## config.mk

```make
export PLATFORM = sky130hd
export DESIGN_NAME = lcd_cmd_decoder
export DESIGN_NICKNAME = d
export VERILOG_FILES = /design/src/rtl/lcd_cmd_pkg.sv /design/src/rtl/lcd_op_classify.sv /design/src/rtl/lcd_cfg_regs.sv /design/src/rtl/lcd_addr_ctrl.sv /design/src/rtl/lcd_cmd_decoder.sv
export SDC_FILE = /design/constraint.sdc
export NUM_CORES = 1
export LEC_CHECK = 0
export ABC_AREA = 0
export BUFFER_PORTS_ARGS = -buffer_cell sky130_fd_sc_hd__buf_2
export CORE_ASPECT_RATIO = 1.5
export CORE_MARGIN = 10
export CORE_UTILIZATION = 30
export CTS_BUF_LIST = sky130_fd_sc_hd__clkbuf_8
export DETAILED_ROUTE_END_ITERATION = 16
export SYNTH_ARGS = -nofsm -noshare
export SYNTH_HDL_FRONTEND = slang
export SYNTH_SLANG_ARGS = --single-unit
```

## constraint.sdc

```tcl
create_clock -name clk -period 5.5 [get_ports clk]
set_input_delay 0.825 -clock clk [delete_from_list [all_inputs] [get_ports clk]]
set_output_delay 0.825 -clock clk [all_outputs]
set_load 0.1 [all_outputs]
```

## src/rtl/lcd_cmd_pkg.sv

```systemverilog
package lcd_cmd_pkg;

  typedef enum logic [4:0] {
    OP_NONE, OP_DISP, OP_START, OP_PAGE, OP_COL_HI, OP_COL_LO,
    OP_SEG, OP_INV, OP_ALLON, OP_BIAS, OP_RMW_ON, OP_RMW_OFF,
    OP_RESET, OP_VOL, OP_STATIC, OP_COM, OP_POWER, OP_RATIO
  } op_e;

  typedef enum logic [1:0] {
    PEND_NONE, PEND_VOL, PEND_STATIC
  } pend_e;

  // Opcode families are keyed on the upper bits; the rest carry arguments.
  function automatic op_e classify(input logic [7:0] b);
    op_e r;
    casez (b)
      8'b0000_????: r = OP_COL_LO;
      8'b0001_????: r = OP_COL_HI;
      8'b0010_0???: r = OP_RATIO;
      8'b0010_1???: r = OP_POWER;
      8'b01??_????: r = OP_START;
      8'b1000_0001: r = OP_VOL;
      8'b1010_000?: r = OP_SEG;
      8'b1010_001?: r = OP_BIAS;
      8'b1010_010?: r = OP_ALLON;
      8'b1010_011?: r = OP_INV;
      8'b1010_110?: r = OP_STATIC;
      8'b1010_111?: r = OP_DISP;
      8'b1011_????: r = OP_PAGE;
      8'b1100_????: r = OP_COM;
      8'b1110_0000: r = OP_RMW_ON;
      8'b1110_1110: r = OP_RMW_OFF;
      8'b1110_0010: r = OP_RESET;
      default:      r = OP_NONE;
    endcase
    return r;
  endfunction

endpackage

```

## src/rtl/lcd_op_classify.sv

```systemverilog
module lcd_op_classify
  import lcd_cmd_pkg::*;
(
  input  logic       cmd_valid,
  input  logic [7:0] cmd_byte,
  output op_e        op
);
  always_comb begin
    op = cmd_valid ? classify(cmd_byte) : OP_NONE;
  end
endmodule

```

## src/rtl/lcd_cfg_regs.sv

```systemverilog
module lcd_cfg_regs
  import lcd_cmd_pkg::*;
#(
  parameter int LINE_W    = 6,
  parameter int VOL_W     = 6,
  parameter int VOL_RESET = 32,
  parameter int PWR_W     = 3,
  parameter int RATIO_W   = 3,
  parameter int SMODE_W   = 2
) (
  input  logic               clk,
  input  logic               rst,
  input  logic               cmd_valid,
  input  op_e                op,
  input  logic [LINE_W-1:0]  arg,
  output logic               pending,
  output logic               display_on,
  output logic [LINE_W-1:0]  start_line,
  output logic               seg_reverse,
  output logic               invert,
  output logic               all_on,
  output logic               bias_alt,
  output logic               com_reverse,
  output logic [PWR_W-1:0]   power_mode,
  output logic [RATIO_W-1:0] resistor_ratio,
  output logic [VOL_W-1:0]   volume,
  output logic               static_on,
  output logic [SMODE_W-1:0] static_mode
);
  pend_e pend_q;
  logic  soft_rst;

  assign pending  = (pend_q != PEND_NONE);
  assign soft_rst = cmd_valid && !pending && (op == OP_RESET);

  always_ff @(posedge clk) begin
    if (rst || soft_rst) begin
      pend_q         <= PEND_NONE;
      display_on     <= 1'b0;
      start_line     <= '0;
      seg_reverse    <= 1'b0;
      invert         <= 1'b0;
      all_on         <= 1'b0;
      bias_alt       <= 1'b0;
      com_reverse    <= 1'b0;
      power_mode     <= '0;
      resistor_ratio <= '0;
      volume         <= VOL_W'(VOL_RESET);
      static_on      <= 1'b0;
      static_mode    <= '0;
    end else if (cmd_valid) begin
      if (pending) begin
        // second byte of a two-byte command: operand only
        if (pend_q == PEND_VOL) volume <= arg[VOL_W-1:0];
        else                    static_mode <= arg[SMODE_W-1:0];
        pend_q <= PEND_NONE;
      end else begin
        case (op)
          OP_DISP:   display_on     <= arg[0];
          OP_START:  start_line     <= arg;
          OP_SEG:    seg_reverse    <= arg[0];
          OP_INV:    invert         <= arg[0];
          OP_ALLON:  all_on         <= arg[0];
          OP_BIAS:   bias_alt       <= arg[0];
          OP_COM:    com_reverse    <= arg[3];
          OP_POWER:  power_mode     <= arg[PWR_W-1:0];
          OP_RATIO:  resistor_ratio <= arg[RATIO_W-1:0];
          OP_VOL:    pend_q         <= PEND_VOL;
          OP_STATIC: begin
            static_on <= arg[0];
            pend_q    <= PEND_STATIC;
          end
          default: ;
        endcase
      end
    end
  end
endmodule

```

## src/rtl/lcd_addr_ctrl.sv

```systemverilog
module lcd_addr_ctrl
  import lcd_cmd_pkg::*;
#(
  parameter int PAGE_W   = 4,
  parameter int COL_W    = 8,
  parameter int NUM_COLS = 132,
  parameter int DATA_W   = 8
) (
  input  logic              clk,
  input  logic              rst,
  input  op_e               op,
  input  logic [3:0]        nib,
  input  logic              data_valid,
  input  logic              data_rd,
  input  logic [DATA_W-1:0] data_byte,
  output logic [PAGE_W-1:0] page_addr,
  output logic [COL_W-1:0]  column_addr,
  output logic              rmw_active,
  output logic              ram_we,
  output logic              ram_re,
  output logic [PAGE_W-1:0] ram_page,
  output logic [COL_W-1:0]  ram_col,
  output logic [DATA_W-1:0] ram_wdata
);
  localparam int COL_LAST = NUM_COLS - 1;
  localparam int HI_W     = COL_W - 4;

  logic [COL_W-1:0] saved_col;
  logic             at_last;
  logic             advance;

  assign at_last = (column_addr >= COL_W'(COL_LAST));
  assign advance = data_valid && !(rmw_active && data_rd) && !at_last;

  always_ff @(posedge clk) begin
    if (rst || op == OP_RESET) begin
      page_addr   <= '0;
      column_addr <= '0;
      saved_col   <= '0;
      rmw_active  <= 1'b0;
      ram_we      <= 1'b0;
      ram_re      <= 1'b0;
      ram_page    <= '0;
      ram_col     <= '0;
      ram_wdata   <= '0;
    end else begin
      ram_we <= data_valid && !data_rd;
      ram_re <= data_valid && data_rd;
      if (data_valid) begin
        ram_page <= page_addr;
        ram_col  <= column_addr;
        if (!data_rd) ram_wdata <= data_byte;
      end
      if (advance) column_addr <= column_addr + COL_W'(1);
      case (op)
        OP_PAGE:   page_addr <= nib[PAGE_W-1:0];
        OP_COL_HI: column_addr <= {nib[HI_W-1:0], column_addr[3:0]};
        OP_COL_LO: column_addr <= {column_addr[COL_W-1:4], nib};
        OP_RMW_ON: if (!rmw_active) begin
          rmw_active <= 1'b1;
          saved_col  <= column_addr;
        end
        OP_RMW_OFF: if (rmw_active) begin
          rmw_active  <= 1'b0;
          column_addr <= saved_col;
        end
        default: ;
      endcase
    end
  end
endmodule

```

## src/rtl/lcd_cmd_decoder.sv

```systemverilog
module lcd_cmd_decoder
  import lcd_cmd_pkg::*;
#(
  parameter int LINE_W    = 6,
  parameter int PAGE_W    = 4,
  parameter int COL_W     = 8,
  parameter int NUM_COLS  = 132,
  parameter int VOL_W     = 6,
  parameter int VOL_RESET = 32,
  parameter int PWR_W     = 3,
  parameter int RATIO_W   = 3,
  parameter int SMODE_W   = 2
) (
  input  logic               clk,
  input  logic               rst,
  input  logic               bus_valid,
  input  logic               bus_is_data,
  input  logic               bus_read,
  input  logic [7:0]         bus_byte,
  output logic               display_on,
  output logic [LINE_W-1:0]  start_line,
  output logic [PAGE_W-1:0]  page_addr,
  output logic [COL_W-1:0]   column_addr,
  output logic               seg_reverse,
  output logic               invert,
  output logic               all_on,
  output logic               bias_alt,
  output logic               com_reverse,
  output logic [PWR_W-1:0]   power_mode,
  output logic [RATIO_W-1:0] resistor_ratio,
  output logic [VOL_W-1:0]   volume,
  output logic               static_on,
  output logic [SMODE_W-1:0] static_mode,
  output logic               rmw_active,
  output logic               ram_we,
  output logic               ram_re,
  output logic [PAGE_W-1:0]  ram_page,
  output logic [COL_W-1:0]   ram_col,
  output logic [7:0]         ram_wdata,
  output logic [7:0]         status
);
  logic cmd_valid, data_valid, pending;
  op_e  op_raw, op_eff;

  assign cmd_valid  = bus_valid && !bus_is_data && !bus_read;
  assign data_valid = bus_valid && bus_is_data;
  assign op_eff     = pending ? OP_NONE : op_raw;

  lcd_op_classify u_cls (
    .cmd_valid (cmd_valid),
    .cmd_byte  (bus_byte),
    .op        (op_raw)
  );

  lcd_cfg_regs #(
    .LINE_W(LINE_W), .VOL_W(VOL_W), .VOL_RESET(VOL_RESET),
    .PWR_W(PWR_W), .RATIO_W(RATIO_W), .SMODE_W(SMODE_W)
  ) u_cfg (
    .clk            (clk),
    .rst            (rst),
    .cmd_valid      (cmd_valid),
    .op             (op_raw),
    .arg            (bus_byte[LINE_W-1:0]),
    .pending        (pending),
    .display_on     (display_on),
    .start_line     (start_line),
    .seg_reverse    (seg_reverse),
    .invert         (invert),
    .all_on         (all_on),
    .bias_alt       (bias_alt),
    .com_reverse    (com_reverse),
    .power_mode     (power_mode),
    .resistor_ratio (resistor_ratio),
    .volume         (volume),
    .static_on      (static_on),
    .static_mode    (static_mode)
  );

  lcd_addr_ctrl #(
    .PAGE_W(PAGE_W), .COL_W(COL_W), .NUM_COLS(NUM_COLS), .DATA_W(8)
  ) u_addr (
    .clk         (clk),
    .rst         (rst),
    .op          (op_eff),
    .nib         (bus_byte[3:0]),
    .data_valid  (data_valid),
    .data_rd     (bus_read),
    .data_byte   (bus_byte),
    .page_addr   (page_addr),
    .column_addr (column_addr),
    .rmw_active  (rmw_active),
    .ram_we      (ram_we),
    .ram_re      (ram_re),
    .ram_page    (ram_page),
    .ram_col     (ram_col),
    .ram_wdata   (ram_wdata)
  );

  assign status = {1'b0, seg_reverse, display_on, rmw_active, 4'b0000};
endmodule

```

After elaboration in Yosys (flattened, before gate mapping)
Cells that the tools add are included.
{"block": "classes", "add_sub_neg": 1, "order_cmp": 1, "eq_ne": 35, "mux": 9, "bitwise_logic": 4, "n_reduce_logical": 36}
{"cell": "$pmux W5 S17", "n": 1}
{"cell": "$eq A5 B4 Y1 const B", "n": 9}
{"cell": "$eq A7 B7 Y1 const B", "n": 6}
{"cell": "$reduce_and A3 Y1", "n": 12}
{"cell": "$eq A8 B8 Y1 const B", "n": 4}
{"cell": "$eq A5 B3 Y1 const B", "n": 6}
{"cell": "$pmux W8 S3", "n": 1}
{"cell": "$mux W8", "n": 2}
{"cell": "$eq A5 B2 Y1 const B", "n": 2}
{"cell": "$eq A5 B5 Y1 const B", "n": 2}
{"cell": "$logic_and A1 B1 Y1", "n": 10}
{"cell": "$mux W5", "n": 2}
{"cell": "$add A8 B1 Y8 const B", "n": 1}
{"cell": "$eq A4 B4 Y1 const B", "n": 2}
{"cell": "$ge A8 B8 Y1 const B", "n": 1}
{"cell": "$reduce_and A2 Y1", "n": 3}
{"cell": "$eq A5 B1 Y1 const B", "n": 1}
{"cell": "$logic_not A1 Y1", "n": 5}
{"cell": "$eq A2 B1 Y1 const B", "n": 2}
{"cell": "$eq A4 B1 Y1 const B", "n": 1}
{"cell": "$logic_not A4 Y1", "n": 1}
{"cell": "$not A1 Y1", "n": 4}
{"cell": "$pmux W2 S2", "n": 1}
{"cell": "$reduce_bool A2 Y1", "n": 2}
{"cell": "other kinds (4)", "n": 5}
{"block": "totals", "reg_bits": 72, "in_bits": 13, "out_inout_bits": 70, "elab_cells": 109}

Logic depth before layout (Yosys ltp)
Gate-level depths: netlist of run 1.
{"block": "depth", "word_depth": 7, "depth_mapped": 12}

By module
From an unflattened synthesis of run 1, not the netlist that was laid out.
{"block": "hier_totals", "cells_unflattened": 458, "hier_area_um2": 3961.3}
{"module": "lcd_addr_ctrl", "instances": 1, "cells_each": 239, "area_per_inst_um2": 2185.8, "seq_area_each_um2": 860.8}
{"module": "lcd_cfg_regs", "instances": 1, "cells_each": 149, "area_per_inst_um2": 1316.3, "seq_area_each_um2": 580.6}
{"module": "lcd_op_classify", "instances": 1, "cells_each": 54, "area_per_inst_um2": 345.3, "seq_area_each_um2": 0.0}
{"module": "lcd_cmd_decoder", "instances": 1, "cells_each": 16, "area_per_inst_um2": 113.9, "seq_area_each_um2": 0.0}

Worst setup path after synthesis of run 1
OpenSTA, ideal clock, no wires.
{"block": "synth_path", "path_type": "in2reg", "start": "input bus_byte[3]", "end": "register u_addr.saved_col[0]", "setup_time_ps": 118, "arrival_ps": 2991, "slack_ps": 2391, "cell_stages": 9, "cell_sequence": "buf_6 -> or4b_4 -> a2111oi_4 -> nor3_1 -> nand2b_4 -> buf_6 -> nor4_4 -> mux2i_1 -> nor2_2"}
{"block": "synth_between", "elab_chain_cells": 6, "elab_cells_between_ends": 19, "cone_classes": "14 x eq/ne; 3 x mux; 2 x reduce/logical"}
{"element": "from (decl)", "line_no": "lcd_cmd_decoder.sv:19", "text": "input logic [7:0] bus_byte,"}
{"element": "$eq A8 B8 Y1, or another cell as far along", "line_no": "lcd_cmd_pkg.sv:16", "text": "casez (b)"}
{"element": "$pmux W5 S17 (*)", "line_no": "lcd_cmd_pkg.sv:16"}
{"element": "$mux W5 (*)", "line_no": "lcd_op_classify.sv:9", "text": "op = cmd_valid ? classify(cmd_byte) : OP_NONE;"}
{"element": "$mux W5 (*)", "line_no": "lcd_cmd_decoder.sv:47", "text": "assign op_eff = pending ? OP_NONE : op_raw;"}
{"element": "$eq A5 B4 Y1, on equally long branches", "line_no": "lcd_addr_ctrl.sv:55, lcd_addr_ctrl.sv:36"}
{"element": "$reduce_and A2 Y1 (no line) or $logic_or A1 B1 Y1 (tied branches)"}
{"element": "to (signal assigned)", "line_no": "lcd_addr_ctrl.sv:61", "text": "saved_col <= column_addr;"}
{"element": "to (decl)", "line_no": "lcd_addr_ctrl.sv:28", "text": "logic [COL_W-1:0] saved_col;"}
Mark *: on every way between the ends. The rest lies on a longest branch, timed or not.
A chain may end at the register's enable or synchronous reset.

Final worst setup path of run 1
{"block": "layout_path", "start": "input bus_byte[1]", "end": "register u_cfg.pend_q[0]"}
{"block": "layout_between", "elab_chain_cells": 6, "elab_cells_between_ends": 21, "cone_classes": "13 x eq/ne; 4 x mux; 4 x reduce/logical"}
{"element": "$eq A8 B8 Y1 or $eq A7 B7 Y1 (tied branches)", "line_no": "lcd_cmd_pkg.sv:16"}
{"element": "$pmux W5 S17 (*)", "line_no": "lcd_cmd_pkg.sv:16"}
{"element": "$mux W5 (*)", "line_no": "lcd_op_classify.sv:9"}
{"element": "$eq A5 B4 Y1, on equally long branches", "line_no": "lcd_cfg_regs.sv:58, lcd_cfg_regs.sv:34"}
{"element": "$pmux W2 S2, or another cell as far along", "line_no": "lcd_cfg_regs.sv:58", "text": "case (op)"}
{"element": "$mux W2, or another cell as far along", "line_no": "lcd_cfg_regs.sv:52", "text": "if (pending) begin"}
{"element": "to (signal assigned)", "line_no": "lcd_cfg_regs.sv:56", "text": "pend_q <= PEND_NONE;"}
{"element": "to (signal assigned)", "line_no": "lcd_cfg_regs.sv:68", "text": "OP_VOL: pend_q <= PEND_VOL;"}
{"element": "to (signal assigned)", "line_no": "lcd_cfg_regs.sv:71", "text": "pend_q <= PEND_STATIC;"}
{"element": "to (decl)", "line_no": "lcd_cfg_regs.sv:30", "text": "pend_e pend_q;"}
Marks and branches as above.

==> out/metrics.csv, run 1 <==
metric,value,unit
cts_htree_levels,3,
avgSynthCellArea,8.18,um^2
hold_ws,452,ps
finalHoldViolations,0,
worstSetupEndpointType,flop,
peakVddDrop,122,uV
dieWidth,110,um
fp.dieH,155,um
worstPathMaxFanout,45,
setup_tns,0,ps
fin_skew,6.20,ps
synthesis.area,3650,um^2
coreArea,12000,um^2
postCtsSetupRepairBufs,0,
fin_crit,3690,ps
drive_above_1_share,21.6,%
cts_tree,yes,
nFillCells,1276,
diodes,0,
grt_max_degree,46,
design_area,4220,um^2
ant_nets,0,
synthCells,447,
fp-row-count,49,
area_growth,15.3,%
busiest_layer,met2,
grt_use_met3,4.51,%
cts-root-buf,clkbuf_8,
gp_congestion,0.914,
relSlewSlack,41.1,%
p_leak,1.70,nW
final_cell_mix,"buf_2 (77), dfxtp_1 (72), nor2_1 (69), nand2_1 (55), a21oi_1 (40)",
tightest_slew,882,ps
cts_buffer_depth,2,
portBuffers,77,
p_per_area,252,nW/um^2
cts.sinks,72,
synthTopCellsByArea,"dfxtp_1 (39%), mux2i_1 (9.6%), nor2_1 (7.1%), nand2_1 (5.6%), a21oi_1 (5.5%)",
holdBufCountCts,0,
use_met1,14.0,%
synth_enable_flop_cells,0,
rsz0062_at_grt,false,
wl_per_cell,16.8,um
synth-seq-cells,72,
wl,11.1,mm
grt_antenna_before_repair,0,
grt_pass1_wl,17.6,mm
drv_slew,0,
fin_nets,514,
ys_warn_count,0,
grt_pass1_vias,3381,
worstSkewPairLatency,360,ps
cts_resized,0,
seq_area_frac_synth,39.4,%
synth_top_area_cell,dfxtp_1,
hp-class,reg -> reg,
cts_buffers,9,
synthArstFlopShare,0,%
setup_viol,0,
fmax,0.271,GHz
arrival,3920,ps
crit_type,in -> reg,
grtUsageTotal,12.9,%
grt_util_met2,22.3,%
dp_hpwl,8.09,mm
clk_pin_slew,70,ps
yosysTopAreaCellShare,39.4,%
final_util,35.3,%
firstDrtPassIters,5,
drc_errors,0,
max-cap-violations,0,
initial_core_util,30.6,%
r2r_setup_slack,3070,ps
startpoint_type,input port,
viasPerCell,5.15,
dpl-instance-area,4040,um^2
io-pin-count,83,
yosys.cell_types.count,62,
synth_top_flop_cell,dfxtp_1,
die_area,17100,um^2
outcome,completed,
layout_commonest_cell,buf_2,
finalCritPeriodShare,67.1,%
worstPathRequired,5730,ps
gr-total-overflow,0,
vias,3383,
drt_first_iter_violations,343,
## cell families (layout without fill, tap and decap cells)
family / Yosys count / after routing / share of synthesized area [%]
buf+inv: 50 / 103 / 6.88
xor+xnor: 3 / 3 / 0.719
simple gates: 195 / 195 / 26.6
compound gates: 90 / 90 / 16.4
flops: 72 / 72 / 39.4
mux: 35 / 35 / 9.59
fa+ha+maj: 1 / 1 / 0.342
other cells: 1 / 5 / 0.103
## cell usage after synthesis, types with 3 or more instances
cell / number
a211o_1: 3
buf_2: 15
nand3_1: 11
o21ai_0: 9
a31oi_1: 7
a21oi_1: 40
buf_4: 8
a221oi_1: 6
nor3b_1: 5
nor3_1: 13
dfxtp_1: 72
a211oi_1: 4
nor2_2: 5
nor2_1: 69
mux2i_1: 35
nand2b_1: 3
clkbuf_1: 15
nand2_1: 55
or3_1: 3
or2_2: 3
inv_1: 10
## per-stage QoR
step                cells  power [mW]  setup WS (ps)
global route          657        1.10           1560
floorplan             451       0.668           2390
detailed placement    642       0.693           1530
global placement      642       0.691           1650
finish                657        1.06           1810
CTS                   657        1.07           1880
## path summary, 6_finish.rpt
check	endpoint	startpoint	cells after the start
setup / recovery	u_cfg.pend_q[0]$_SDFFE_PP0P_	bus_byte[1]	9
hold / removal	u_addr.ram_col[4]$_SDFFE_PP0P_	u_addr.ram_col[4]$_SDFFE_PP0P_	2
setup reg to reg	u_cfg.pend_q[0]$_SDFFE_PP0P_	u_cfg.pend_q[1]$_SDFFE_PP0P_	6
hold reg to reg	u_addr.ram_col[4]$_SDFFE_PP0P_	u_addr.ram_col[4]$_SDFFE_PP0P_	2
## worst max-delay path: stages
cell and delay [ps]:
buf_2 260, a21boi_0 260, o311ai_1 130, a2111oi_2 850, nand2_1 230, nand2_1 180, a21o_2 520, buf_4 510
nor3_1 130
## where the power goes
group          switching, mW  internal (mW)
combinational          0.120         0.0302
clock                  0.196          0.182
sequential           0.00583          0.526
total                  0.322          0.739
## state kept, by name (all words and copies together), names as in the netlist, 2 cells and up
| signal | cells |
|---|---|
| u_cfg.resistor_ratio | 3 |
| u_cfg.static_mode | 2 |
| u_cfg.pend_q | 2 |
| u_cfg.power_mode | 3 |
| u_addr.ram_col | 8 |
| u_cfg.start_line | 6 |
| u_cfg.volume | 6 |
| u_addr.page_addr | 4 |
| u_addr.ram_wdata | 8 |
| u_addr.column_addr | 8 |
| u_addr.saved_col | 8 |
| u_addr.ram_page | 4 |
## metal layers
layer / share of wire, % / vias to the layer above
met5: 0 / -
met4: 1.8 / 0
met3: 8.5 / 16
met2: 51 / 133
met1: 39 / 1573
li1: - / 1661
## cell type report
cell class,instances,area (um^2),area share [%]
Inverter,10,37.5,0.890
Sequential cell,72,1440,34.2
Tap cell,153,191,4.54
Clock inverter,4,22.5,0.534
Timing Repair Buffer,78,393,9.32
Clock buffer,11,151,3.59
Multi-Input combinational cell,329,1980,46.9
(Power assumes the default switching activity.)
==> run 2: changes to the inputs <==
- ABC_AREA: 0 -> 1
- clock period: 5.5 -> 3.7 ns (I/O delays scaled with it)
==> run 2 against run 1 <==
Clock-buffer cell count shrank 2. Largest cell class unchanged. Combinational power grew to 2.6 times the previous value. Critical endpoint is now u_addr.ram_we$_SDFF_PP0_. First-iteration DRC count shrank 55%. Setup slack lost 560 ps. Cell count grew 25%. Power grew 65%. Critical path depth grew 5.
==> out/metrics.csv, run 2 <==
metric,value,unit
dp_hpwl,9.54,mm
dpl-instance-area,4400,um^2
synth_top_area_cell,dfxtp_1,
fmax,0.408,GHz
holdBufCountCts,0,
cts-root-buf,clkbuf_8,
coreArea,13000,um^2
synth_top_flop_cell,dfxtp_1,
drt_first_iter_violations,156,
crit-reg2reg-launch,u_addr.column_addr[1]$_SDFFE_PP0P_,
die_area,18200,um^2
synthCells,592,
cts_tree,yes,
worstSkewPairLatency,360,ps
design_area,4570,um^2
diodes,0,
multiInputGateArea,2130,um^2
crit_type,in -> reg,
area_growth,15.8,%
yosys.cell_count.top_type,nand2_1,
nFillCells,1466,
p_leak,2.25,nW
crit_cells,14,
postCtsSetupRepairBufs,0,
worstSetupEndpointType,flop,
outcome,completed,
firstDrtPassIters,5,
finalCritPeriodShare,66.2,%
synthArstFlopShare,0,%
io-pin-count,83,
grt_max_degree,33,
initial_core_util,30.4,%
grt_pass1_vias,3851,
p_per_area,384,nW/um^2
worstPathMaxFanout,25,
wl,12.2,mm
fin_cells,822,
grt_pass1_wl,19.3,mm
layout_commonest_cell,nand2_1,
yosys.cell_types.count,35,
ys_warn_count,0,
drc_errors,0,
relSlewSlack,40.9,%
cts_resized,0,
ant_nets,0,
r2r_end,u_addr.column_addr[5]$_SDFFE_PP0P_,
clk_pin_slew,80,ps
cts_buffers,9,
avgSynthCellArea,6.66,um^2
cpPeakStageDelay,340,ps
max-cap-violations,0,
wl_per_cell,14.9,um
gr-total-overflow,0,
fin_skew,19.1,ps
seq_area_frac_synth,36.5,%
fin_crit,2450,ps
setup_tns,0,ps
dieWidth,114,um
synthesis.area,3940,um^2
hp-class,reg -> reg,
peakVddDrop,161,uV
tightest_slew,883,ps
r2r_setup_slack,1530,ps
cp_slowest_cell,inv_2,
fp.dieH,160,um
finalHoldViolations,0,
worstPathRequired,3940,ps
cp-endpoint,u_addr.ram_we$_SDFF_PP0_,
fp-row-count,51,
gp_congestion,0.910,
cts_buffer_depth,2,
crit_family,buffers and inverters,
viasPerCell,4.80,
r2r_cells,12,
setup_viol,0,
final_cell_mix,"nand2_1 (146), nor2_1 (97), buf_2 (77), dfxtp_1 (72), inv_1 (48)",
yosysTopAreaCellShare,36.5,%
arrival,2690,ps
rsz0062_at_grt,false,
cts.sinks,72,
crit_path_start,bus_byte[0],
cts_htree_levels,3,
grtUsageTotal,13.2,%
synth_enable_flop_cells,0,
drv_slew,0,
synth-seq-cells,72,
drive_above_1_share,19.9,%
dp_cells,806,
ys_top_cells_by_count,"nand2_1 (146), nor2_1 (97), dfxtp_1 (72)",
grt_antenna_before_repair,0,
cp_cell_sequence,"buf_2, inv_1, nand2_1, nor2_1, nand2_1, nand2_1, nor2_1, nand2_2, nand3_2, nor2_1, a21oi_4, inv_2, buf_4, nor3_1",
cp_num_buf_inv,4,
startpoint_type,input port,
synthTopCellsByArea,"dfxtp_1 (37%), nand2_1 (14%), nor2_1 (9.2%), o21ai_0 (5.7%), inv_1 (4.6%)",
portBuffers,77,
register_area,1440,um^2
vias,3949,
fin_nets,672,
-- run 2: cell types whose count changed after synthesis, sizes merged, moves of 6 or more --
cell | before | now
a21oi | 40 | 29
a221oi | 6 | 0
a31oi | 7 | 0
clkbuf | 15 | 9
inv | 10 | 59
mux2i | 35 | 0
nand2 | 55 | 154
nand3 | 11 | 37
nand4 | 2 | 13
nor2 | 74 | 105
o211a | 0 | 9
o21ai | 9 | 55
-- run 2: report_power, final --
| part | switching, mW | internal, mW | leakage (nW) |
|---|---|---|---|
| Combinational | 0.310 | 0.0732 | 1.57 |
| Clock | 0.309 | 0.243 | 0.0931 |
| Sequential | 0.0243 | 0.795 | 0.584 |
| Total | 0.643 | 1.11 | 2.25 |
-- run 2: worst min-delay path by stage --
stage	slack, ps	from	cells after the start	end
after detailed placement	460	u_cfg.power_mode[2]$_SDFFE_PP0P_	2	u_cfg.power_mode[2]$_SDFFE_PP0P_
after global placement	450	u_addr.ram_page[0]$_SDFFE_PP0P_	2	u_addr.ram_page[0]$_SDFFE_PP0P_
after floorplan	510	u_addr.saved_col[2]$_SDFFE_PP0P_	3	u_addr.saved_col[2]$_SDFFE_PP0P_
after global routing	490	bus_read	2	u_addr.ram_we$_SDFF_PP0_
after CTS	470	u_cfg.power_mode[2]$_SDFFE_PP0P_	2	u_cfg.power_mode[2]$_SDFFE_PP0P_
final	460	u_cfg.power_mode[2]$_SDFFE_PP0P_	2	u_cfg.power_mode[2]$_SDFFE_PP0P_
-- run 2: stage by stage --
| step | total power, mW | util (%) | setup slack (ps) | hold slack [ps] |
|---|---|---|---|---|
| final | 1.75 | 35.3 | 1250 | 460 |
| after detailed placement | 1.22 | 33.9 | 892 | 456 |
| after global placement | 1.22 | 33.9 | 904 | 447 |
| after CTS | 1.77 | 35.3 | 1270 | 466 |
| after floorplan | 1.15 | - | 1170 | 509 |
| after global routing | 1.83 | 35.3 | 1040 | 490 |
-- run 2: area by class of cell --
type / instances / area share, %
Tap cell: 159 / 4.36
Sequential cell: 72 / 31.6
Multi-Input combinational cell: 436 / 46.6
Inverter: 59 / 4.85
Clock inverter: 7 / 1.01
Timing Repair Buffer: 80 / 8.93
Clock buffer: 9 / 2.71
-- run 2: tightest hold or removal path, delay by kind of cell (launching register included) --
family           cells  cell delay (ps)
flip-flops           1              310
AND/OR/NAND/NOR      1               60
AO/OA/AOI/OAI        1               50
-- run 2: routing by layer --
layer	share of wire [%]	up-vias	track usage [%]
met4	3.3	0	7.12
met1	39	1784	13.4
met5	0	-	0
met2	53	111	23.9
met3	5.0	27	3.24
li1	-	2027	-
-- run 2: logic make-up (layout without fill, tap and decap cells) --
logic type,count (synthesis),in the layout,share of synthesized area [%]
compound gates,94,94,13.7
xor+xnor,7,7,1.55
fa+ha+maj,1,1,0.317
buf+inv,88,155,9.90
flops,72,72,36.5
other cells,1,5,0.0951
simple gates,329,329,37.9
==> run 3: changes to the inputs <==
- clock period: 3.7 -> 2.2 ns (I/O delays scaled with it)
==> run 3 against run 2 <==
Wire length rose by 4.2%. Sequential power is 67% higher. Register-to-register slack got worse by 1100 ps. Clock-buffer cell count increased by 2. Sequential share of layout area shrank 2.3 points. Power is 82% higher. Setup slack worse by 980 ps. Combinational power is 85% higher. Non-clock buffer count increased by 43. Critical path type unchanged.
==> out/metrics.csv, run 3 (synthesis gave the netlist of run 2 again) <==
metric,value,unit
viasPerCell,4.65,
grt_pass1_wl,20.6,mm
power.internal,2.10,mW
fp-row-count,51,
nFillCells,1442,
grt_max_degree,25,
p_per_area,645,nW/um^2
register_area,1450,um^2
dp_hpwl,10.4,mm
cp_cell_sequence,"buf_2, buf_4, nor2_1, nand2_1, o21ai_1, nor2_1, nand2_2, nand3_1, nor2_2, nand2_1, inv_1, nor2_1, nor2_1",
multiInputGateArea,2130,um^2
holdPathEnd,u_addr.ram_we$_SDFF_PP0_,
portBuffers,77,
r2r_setup_slack,390,ps
p_comb_share,22.1,%
design_area,4950,um^2
worstSkewPairLatency,360,ps
gp_congestion,0.948,
layout_commonest_cell,nand2_1,
fin_cells,865,
worstHoldPathCells,2,
drive_above_1_share,25.8,%
fin_crit,1930,ps
firstDrtPassIters,4,
dieWidth,114,um
drv_slew,0,
finalWorstSetupSlack,271,ps
wl_per_cell,14.7,um
cts.sinks,72,
dp_slack,-99.2,ps
vias,4025,
peakVddDrop,407,uV
worstHoldStart,bus_read,
arrival,2230,ps
finalHoldViolations,0,
r2r_end,u_addr.column_addr[0]$_SDFFE_PP0P_,
area_growth,25.6,%
drt_first_iter_violations,163,
p_leak,2.48,nW
fin_skew,11.2,ps
postCtsSetupRepairBufs,0,
sw_frac_of_total,34.4,%
setup_tns,0,ps
ant_nets,0,
hold_ws,255,ps
grtUsageTotal,14.1,%
max-cap-violations,0,
crit-reg2reg-launch,u_addr.column_addr[0]$_SDFFE_PP0P_,
dp_cells,849,
outcome,completed,
holdBufCountCts,0,
tightest_slew,507,ps
io-pin-count,83,
cpPeakStageDelay,250,ps
p_sw,1.10,mW
worstSetupEndpointType,flop,
total_power,3.19,mW
drc_errors,0,
rsz0062_at_grt,false,
seqPwrFrac,43.0,%
hp-class,in -> reg,
clk_pin_slew,80,ps
crit_type,in -> reg,
startpoint_type,input port,
r2r_cells,13,
gr-total-overflow,0,
coreArea,13000,um^2
wl,12.7,mm
final_util,38.2,%
diodes,0,
grt_antenna_before_repair,0,
power.share.clock,34.8,%
relSlewSlack,66.2,%
fmax,0.518,GHz
grt_pass1_vias,4049,
dpl-instance-area,4740,um^2
worstPathMaxFanout,7,
cts_buffer_depth,2,
die_area,18200,um^2
critPathMostFrequentCell,nor2_1,
fp.dieH,160,um
initial_core_util,30.4,%
worstPathRequired,2500,ps
cp_slowest_cell,o21ai_1,
finalCritPeriodShare,87.7,%
cts_htree_levels,3,
cts_buffers,9,
cts-root-buf,clkbuf_8,
cts_resized,0,
fin_nets,715,
final_cell_mix,"nand2_1 (146), nor2_1 (97), buf_2 (77), dfxtp_1 (65), inv_1 (48)",
cts_tree,yes,
setup_viol,0,
-- run 3: cell types whose count changed in the layout (fill, tap and decap cells not counted), sizes merged --
cell and change:
buf +43, clkinv -5, clkbuf +2, clkinvlp +2, bufinv +1
-- run 3: power groups by stage --
stage	logic (mW)	clock network (mW)	registers [mW]
2_1_floorplan	0.291	0	1.64
3_3_place_gp	0.711	0	1.40
3_5_place_dp	0.709	0	1.40
4_1_cts	0.711	1.14	1.37
5_1_grt	0.763	1.19	1.38
6_report	0.707	1.11	1.37
-- run 3: worst max-delay path: cells and delay by family --
| family | cells | cell delay (ps) |
|---|---|---|
| AOI/OAI and AO/OA | 1 | 250 |
| and+or+nand+nor | 9 | 1170 |
| buffers and inverters | 3 | 490 |
-- run 3: final cells by class --
class                      instances  share of cell area [%]
timing repair buffer             123                    15.0
clock buffer                      11                    3.06
clock inverter                     5                    1.26
tap                              159                    4.02
inverter                          59                    4.47
sequential                        72                    29.3
multi-input combinational        436                    42.9
-- run 3: worst max-delay path by stage --
stage	startpoint	to	depth (start not counted)	slack, ps
6_report	bus_byte[1]	u_cfg.start_line[1]$_SDFFE_PP0P_	13	270
4_1_cts	bus_byte[4]	u_cfg.start_line[1]$_SDFFE_PP0P_	14	290
2_1_floorplan	u_addr.rmw_active$_SDFFE_PP0P_	u_addr.column_addr[5]$_SDFFE_PP0P_	9	20
5_1_grt	bus_byte[4]	u_cfg.start_line[2]$_SDFFE_PP0P_	14	90
3_3_place_gp	bus_byte[1]	u_cfg.start_line[5]$_SDFFE_PP0P_	13	-110
3_5_place_dp	bus_byte[4]	u_cfg.start_line[1]$_SDFFE_PP0P_	14	-100
-- run 3: metal layers --
| metal | routed length, um | GRT usage, % | vias to the layer above |
|---|---|---|---|
| li1 | - | - | 2109 |
| met1 | 4880 | 14.5 | 1793 |
| met2 | 6840 | 25.6 | 94 |
| met3 | 543 | 3.13 | 29 |
| met4 | 473 | 7.00 | 0 |
| met5 | 0 | 0 | - |
